**config.mk**
```make
export PLATFORM = sky130hd
export DESIGN_NAME = dadda_mul
export DESIGN_NICKNAME = d
export VERILOG_FILES = /design/src/rtl/dadda_pkg.sv /design/src/rtl/dadda_ppgen.sv /design/src/rtl/dadda_stage.sv /design/src/rtl/dadda_cpa.sv /design/src/rtl/dadda_mul.sv
export SDC_FILE = /design/constraint.sdc
export NUM_CORES = 1
export LEC_CHECK = 0
export BUFFER_PORTS_ARGS = -buffer_cell sky130_fd_sc_hd__buf_2
export CAP_MARGIN = 10
export CORE_UTILIZATION = 45
export CTS_BUF_LIST = sky130_fd_sc_hd__clkbuf_4 sky130_fd_sc_hd__clkbuf_8
export CTS_CLUSTER_SIZE = 8
export DETAILED_ROUTE_END_ITERATION = 6
export GPL_ROUTABILITY_DRIVEN = 0
export GPL_TIMING_DRIVEN = 0
export PLACE_DENSITY = 0.64
export SYNTH_ARGS = -nofsm -noshare
export SYNTH_HDL_FRONTEND = slang
export SYNTH_HIERARCHICAL = 1
export SYNTH_SLANG_ARGS = --single-unit
```
**constraint.sdc**
```tcl
create_clock -name clk -period 0.8 [get_ports clk]
set_clock_uncertainty 0.15 [all_clocks]
set_input_delay 0.12 -clock clk [delete_from_list [all_inputs] [get_ports clk]]
set_output_delay 0.12 -clock clk [all_outputs]
set_load 0.01 [all_outputs]
```
**src/rtl/dadda_pkg.sv**
```systemverilog
package dadda_pkg;

    // Upper bound on matrix columns handled by the schedule functions.
    localparam int DD_MAXC = 130;

    // k-th term of the Dadda height sequence, k starting at 1 (2, 3, 4, 6, 9, ...).
    function automatic int dd_limit(input int k);
        int d;
        d = 2;
        for (int i = 1; i < k; i++) d = (d * 3) / 2;
        return d;
    endfunction

    // Number of reduction stages for an n-row matrix.
    function automatic int dd_nstages(input int n);
        int k;
        k = 0;
        while (dd_limit(k + 1) < n) k++;
        return k;
    endfunction

    // Dots in column c of the initial signed matrix, including the
    // fixed correction one (column n) and the rounding dot (column n-2).
    function automatic int dd_init_h(input int n, input int c);
        int lo, hi, cnt;
        lo  = (c > n - 1) ? c - n + 1 : 0;
        hi  = (c < n - 1) ? c : n - 1;
        cnt = (hi >= lo) ? hi - lo + 1 : 0;
        if (c == n)     cnt++;
        if (c == n - 2) cnt++;
        return cnt;
    endfunction

    // Schedule query for stage s, column c.
    // what: 0 = dots entering, 1 = full adders, 2 = half adders,
    //       3 = carries arriving from column c-1 within the stage.
    function automatic int dd_info(input int n, input int s, input int c, input int what);
        int h  [DD_MAXC];
        int nh [DD_MAXC];
        int nst, cols, cin, tgt, hv, f, ha;
        nst  = dd_nstages(n);
        cols = 2 * n - 1;
        for (int col = 0; col < DD_MAXC; col++) begin
            h[col]  = (col < cols) ? dd_init_h(n, col) : 0;
            nh[col] = 0;
        end
        for (int t = 0; t <= s; t++) begin
            tgt = (t < nst) ? dd_limit(nst - t) : (1 << 20);
            cin = 0;
            for (int col = 0; col < cols; col++) begin
                hv = h[col];
                f  = 0;
                ha = 0;
                if (hv + cin > tgt) begin
                    f  = (hv + cin - tgt) / 2;
                    ha = (hv + cin - tgt) % 2;
                end
                if (t == s && col == c) begin
                    case (what)
                        0:       return hv;
                        1:       return f;
                        2:       return ha;
                        default: return cin;
                    endcase
                end
                nh[col] = hv + cin - 2 * f - ha;
                cin     = f + ha;
            end
            for (int col = 0; col < cols; col++) h[col] = nh[col];
        end
        return 0;
    endfunction

endpackage

```
**src/rtl/dadda_ppgen.sv**
```systemverilog
module dadda_ppgen
    import dadda_pkg::*;
#(
    parameter int N = 8
) (
    input  logic [N-1:0]               op_a,
    input  logic [N-1:0]               op_b,
    input  logic                       rnd,
    output logic [(2*N-1)*N-1:0]       mat
);
    localparam int COLS = 2 * N - 1;
    localparam int MAXH = N;

    for (genvar c = 0; c < COLS; c++) begin : g_col
        localparam int LO = (c > N - 1) ? c - N + 1 : 0;
        localparam int HI = (c < N - 1) ? c : N - 1;
        localparam int NP = HI - LO + 1;
        for (genvar k = 0; k < MAXH; k++) begin : g_slot
            if (k < NP) begin : g_pp
                localparam int RI = LO + k;     // row: bit of op_b
                localparam int CJ = c - RI;     // bit of op_a
                if ((RI == N - 1) != (CJ == N - 1)) begin : g_inv
                    assign mat[c*MAXH+k] = ~(op_a[CJ] & op_b[RI]);
                end else begin : g_pos
                    assign mat[c*MAXH+k] = op_a[CJ] & op_b[RI];
                end
            end else if (c == N && k == NP) begin : g_one
                assign mat[c*MAXH+k] = 1'b1;
            end else if (c == N - 2 && k == NP) begin : g_rnd
                assign mat[c*MAXH+k] = rnd;
            end else begin : g_zero
                assign mat[c*MAXH+k] = 1'b0;
            end
        end
    end

    // Weighted matrix sum must match the signed product plus rounding dot.
    logic signed [2*N-1:0] chk_prod;
    logic [COLS-1:0]       chk_sum;
    logic [COLS-1:0]       chk_exp;
    always_comb begin
        chk_prod = $signed(op_a) * $signed(op_b);
        chk_exp  = chk_prod[COLS-1:0] + (COLS'(rnd) << (N - 2));
        chk_sum  = '0;
        for (int c = 0; c < COLS; c++)
            for (int k = 0; k < MAXH; k++)
                chk_sum = chk_sum + (COLS'(mat[c*MAXH+k]) << c);
        AST_MATRIX_VALUE: assert (chk_sum == chk_exp) else $error("matrix sum mismatch");
    end

endmodule

```
**src/rtl/dadda_stage.sv**
```systemverilog
module dadda_stage
    import dadda_pkg::*;
#(
    parameter int N = 8,
    parameter int S = 0
) (
    input  logic [(2*N-1)*N-1:0] m_in,
    output logic [(2*N-1)*N-1:0] m_out
);
    localparam int COLS = 2 * N - 1;
    localparam int MAXH = N;
    localparam int LIM  = dd_limit(dd_nstages(N) - S);

    logic [COLS*MAXH-1:0] cy;

    for (genvar c = 0; c < COLS; c++) begin : g_col
        localparam int H  = dd_info(N, S, c, 0);
        localparam int F  = dd_info(N, S, c, 1);
        localparam int HA = dd_info(N, S, c, 2);
        localparam int CI = dd_info(N, S, c, 3);
        localparam int PS = H - 3 * F - 2 * HA;
        localparam int D  = F + HA + PS + CI;
        localparam int B  = c * MAXH;

        for (genvar k = 0; k < F; k++) begin : g_fa
            assign m_out[B+k] = m_in[B+3*k] ^ m_in[B+3*k+1] ^ m_in[B+3*k+2];
            assign cy[B+k]    = (m_in[B+3*k] & m_in[B+3*k+1])
                              | (m_in[B+3*k] & m_in[B+3*k+2])
                              | (m_in[B+3*k+1] & m_in[B+3*k+2]);
        end
        for (genvar k = 0; k < HA; k++) begin : g_ha
            assign m_out[B+F+k] = m_in[B+3*F+2*k] ^ m_in[B+3*F+2*k+1];
            assign cy[B+F+k]    = m_in[B+3*F+2*k] & m_in[B+3*F+2*k+1];
        end
        for (genvar k = 0; k < PS; k++) begin : g_pass
            assign m_out[B+F+HA+k] = m_in[B+3*F+2*HA+k];
        end
        if (c > 0) begin : g_cin
            for (genvar k = 0; k < CI; k++) begin : g_c
                assign m_out[B+F+HA+PS+k] = cy[B-MAXH+k];
            end
        end
        for (genvar k = D; k < MAXH; k++) begin : g_zo
            assign m_out[B+k] = 1'b0;
        end
        for (genvar k = F + HA; k < MAXH; k++) begin : g_zc
            assign cy[B+k] = 1'b0;
        end
    end

    logic unused_cy;
    assign unused_cy = ^cy;

    logic [COLS-1:0] sum_in;
    logic [COLS-1:0] sum_out;
    always_comb begin
        sum_in  = '0;
        sum_out = '0;
        for (int c = 0; c < COLS; c++)
            for (int k = 0; k < MAXH; k++) begin
                sum_in  = sum_in  + (COLS'(m_in[c*MAXH+k])  << c);
                sum_out = sum_out + (COLS'(m_out[c*MAXH+k]) << c);
            end
        AST_STAGE_VALUE: assert (sum_in == sum_out) else $error("stage %0d changed value", S);
        for (int c = 0; c < COLS; c++) begin
            AST_STAGE_HEIGHT: assert ((m_out[c*MAXH +: MAXH] >> LIM) == '0)
                else $error("stage %0d column %0d above limit", S, c);
        end
    end

endmodule

```
**src/rtl/dadda_cpa.sv**
```systemverilog
module dadda_cpa #(
    parameter int N = 8
) (
    input  logic [(2*N-1)*N-1:0] m_fin,
    output logic [2*N-2:0]       sum
);
    localparam int COLS = 2 * N - 1;
    localparam int MAXH = N;

    logic [COLS-1:0] row0;
    logic [COLS-1:0] row1;

    for (genvar c = 0; c < COLS; c++) begin : g_col
        assign row0[c] = m_fin[c*MAXH];
        assign row1[c] = m_fin[c*MAXH+1];
    end

    assign sum = row0 + row1;

    logic unused_hi;
    assign unused_hi = ^m_fin;

    always_comb begin
        for (int c = 0; c < COLS; c++) begin
            AST_TWO_ROWS: assert ((m_fin[c*MAXH +: MAXH] >> 2) == '0)
                else $error("column %0d has more than two dots", c);
        end
    end

endmodule

```
**src/rtl/dadda_mul.sv**
```systemverilog
module dadda_mul
    import dadda_pkg::*;
#(
    parameter int N       = 8,
    parameter int OUT_REG = 1
) (
    input  logic           clk,
    input  logic           rst_n,
    input  logic [N-1:0]   op_a,
    input  logic [N-1:0]   op_b,
    input  logic           rnd,
    output logic [2*N-2:0] y
);
    localparam int W    = 2 * N - 1;
    localparam int MAXH = N;
    localparam int NST  = dd_nstages(N);
    localparam logic [N-1:0] MINV = {1'b1, {(N-1){1'b0}}};

    logic [W*MAXH-1:0] mat [NST+1];
    logic [W-1:0]      sum;
    logic [W-1:0]      y_d;

    dadda_ppgen #(.N(N)) u_pp (
        .op_a (op_a),
        .op_b (op_b),
        .rnd  (rnd),
        .mat  (mat[0])
    );

    for (genvar s = 0; s < NST; s++) begin : g_stage
        dadda_stage #(.N(N), .S(s)) u_st (
            .m_in  (mat[s]),
            .m_out (mat[s+1])
        );
    end

    dadda_cpa #(.N(N)) u_cpa (
        .m_fin (mat[NST]),
        .sum   (sum)
    );

    assign y_d = rnd ? {{(N-1){sum[W-1]}}, sum[W-1:N-1]} : sum;

    if (OUT_REG != 0) begin : g_reg
        logic [W-1:0] y_q;
        always_ff @(posedge clk or negedge rst_n) begin
            if (!rst_n) y_q <= '0;
            else        y_q <= y_d;
        end
        assign y = y_q;

        AST_ZERO_OPERAND: assert property (@(posedge clk) disable iff (!rst_n)
            ($past(rst_n) && ($past(op_a) == '0 || $past(op_b) == '0)) |-> (y == '0))
            else $error("zero operand gave nonzero result");

        AST_SIGN_RULE: assert property (@(posedge clk) disable iff (!rst_n)
            ($past(rst_n) && !$past(rnd) && $past(op_a) != '0 && $past(op_b) != '0
             && !($past(op_a) == MINV && $past(op_b) == MINV))
            |-> (y[W-1] == ($past(op_a[N-1]) ^ $past(op_b[N-1]))))
            else $error("product sign wrong");
    end else begin : g_comb
        assign y = y_d;
        logic unused_clk;
        assign unused_clk = clk ^ rst_n;
    end

endmodule

```
==> results.sh <==
export IMPL_syn_nets=399
export IMPL_antenna_found_initial=0
export IMPL_status="finished, violations left"
export IMPL_synth_area_per_cell_um2=9.67
export IMPL_end_kind="flop"
export IMPL_cp_top_family="adder cells"
export IMPL_h_tree_depth=1
export IMPL_vias_per_cell=4.65
export IMPL_cp_start_kind="primary input"
export IMPL_fin_cells=456
export IMPL_cts_root_buf="clkbuf_8"
export IMPL_place_ws_ns=-3.74
export IMPL_ir_drop_mv=1.27
export IMPL_cts_inserted_buffers=3
export IMPL_crit_buf_inv=3
export IMPL_maxCapViolCount=0
export IMPL_pin_count=34
export IMPL_fmaxAchievable_mhz=260
export IMPL_cp_arrival_ns=3.82
export IMPL_grt_pass1_vias=2298
export IMPL_final_hold_violation_count=0
export IMPL_routedWlPerCell_um=13.4
export IMPL_setup_viol=30
export IMPL_crit_slowest_cell="fa_1"
export IMPL_port_buffers=32
export IMPL_start_util=0.462
export IMPL_first_iter_violations=45
export IMPL_syn_area_um2=3120
export IMPL_final_common_cell="buf_4"
export IMPL_num_rows=30
export IMPL_min_from="rnd"
export IMPL_clock_path_buffers=2
export IMPL_placedCellCount=435
export IMPL_wirelength_um=6120
export IMPL_cp_max_fo=7
export IMPL_dp_hpwl_um=4830
export IMPL_worst_path_most_repeated_cell="fa_1"
export IMPL_p_per_area_nw_per_um2=3140
export IMPL_critical_path_class="primary input to flop"
export IMPL_vias=2119
export IMPL_grt_ovfl_total=0
export IMPL_hold_depth=2
export IMPL_die_w_um=85.3
export IMPL_clk_pin_slew_ns=0.06
export IMPL_crit_required_ns=0.77
export IMPL_hold_path_class="primary input to flop"
export IMPL_slew_violations=0
export IMPL_clock_sinks=15
export IMPL_stdcell_area_um2=4020
export IMPL_drt_pass1_iterations=4
export IMPL_grt_pass1_wl_um=10600
export IMPL_fin_crit_sh=4.81
export IMPL_largest_reg_flops=15
export IMPL_fin_crit_ns=3.85
export IMPL_die_y_um=85.3
export IMPL_fp_dieArea_um2=7280
export IMPL_leakagePower_uw=0.00199
export IMPL_cp_depth=15
export IMPL_area_growth_pct=28.6
export IMPL_cp_slowest_stage_delay_ns=0.53
export IMPL_fin_nets=453
export IMPL_placed_area_um2=3500
export IMPL_ant_nets=0
export IMPL_post_route_worst_setup_slack_ns=-3.05
export IMPL_tns_ns=-47.35
export IMPL_diodes=0
export IMPL_drive_gt1_frac=0.572
export IMPL_holdWs_ns=0.140
export IMPL_violations="negative setup slack"
export IMPL_min_to="y[12]"
export IMPL_remaining_drc_errors=0
export IMPL_fp_coreArea_um2=6760
export IMPL_worstPathCellList="buf_12 > and2_4 > fa_1 > fa_1 > fa_1 > fa_1 > ha_4 > a21oi_4 > buf_4 > nand2_2 > o32ai_4 > o31ai_4 > xnor2_2 > buf_6 > mux2_4"
export IMPL_rsz0062_at_grt="yes"
export IMPL_cts_tree="yes"
export IMPL_grt_usage=0.181
export IMPL_yosys_warnings=6
export IMPL_layout_common_cells="buf_4 (111), and2_1 (40), fa_1 (36)"
export IMPL_grt_max_degree=16
export IMPL_fillers=576
export IMPL_synth_cells=323
power by group:
part / internal [uW] / switching [uW] / leakage (uW)
sequential: 1200 / 76.4 / 0.000174
clock: 385 / 229 / 0.0000262
combinational: 6030 / 4690 / 0.00180
routing by layer:
metal | global-route usage | part of all wire | up-vias
li1 | - | - | 1057
met1 | 0.220 | 0.43 | 1034
met2 | 0.365 | 0.55 | 26
met3 | 0.00875 | 0.011 | 2
met4 | 0.0136 | 0.0031 | 0
met5 | 0 | 0 | -
cell type report:
type / count / area (um2) / share of cell area
Multi-Input combinational cell: 206 / 2320 / 0.578
Buffer: 100 / 752 / 0.187
Timing Repair Buffer: 49 / 409 / 0.102
Sequential cell: 15 / 375 / 0.0934
Tap cell: 80 / 100 / 0.0249
Clock buffer: 4 / 48.8 / 0.0121
Inverter: 2 / 10.0 / 0.00249
metrics by stage:
stage | total power, uW | utilization
after floorplan | 7660 | -
after global placement | 9240 | 0.518
after detailed placement | 9320 | 0.518
after CTS | 11400 | 0.573
after global routing | 13600 | 0.595
final | 12600 | 0.595
worst max-delay path by stage:
| stage | from | end | slack (ns) |
|---|---|---|---|
| 4_1_cts | op_b[2] | y[6] | -3.09 |
| 3_3_place_gp | op_a[5] | y[11] | -3.65 |
| 5_1_grt | op_a[2] | y[13] | -3.17 |
| 2_1_floorplan | op_a[5] | y[10] | -3.13 |
| 6_report | op_b[2] | y[7] | -3.05 |
| 3_5_place_dp | op_a[7] | y[10] | -3.74 |
what timing repair did:
item                       4_1_cts  5_1_grt
setup endpoints to repair       30       30
pin swaps                       22       12
gates resized for setup         55       27
buffers inserted                13        6
hold endpoints to repair        15        0
hold buffers                     1        0
gates cloned                     0        0
Note: power is estimated with default switching activity, not from simulation.
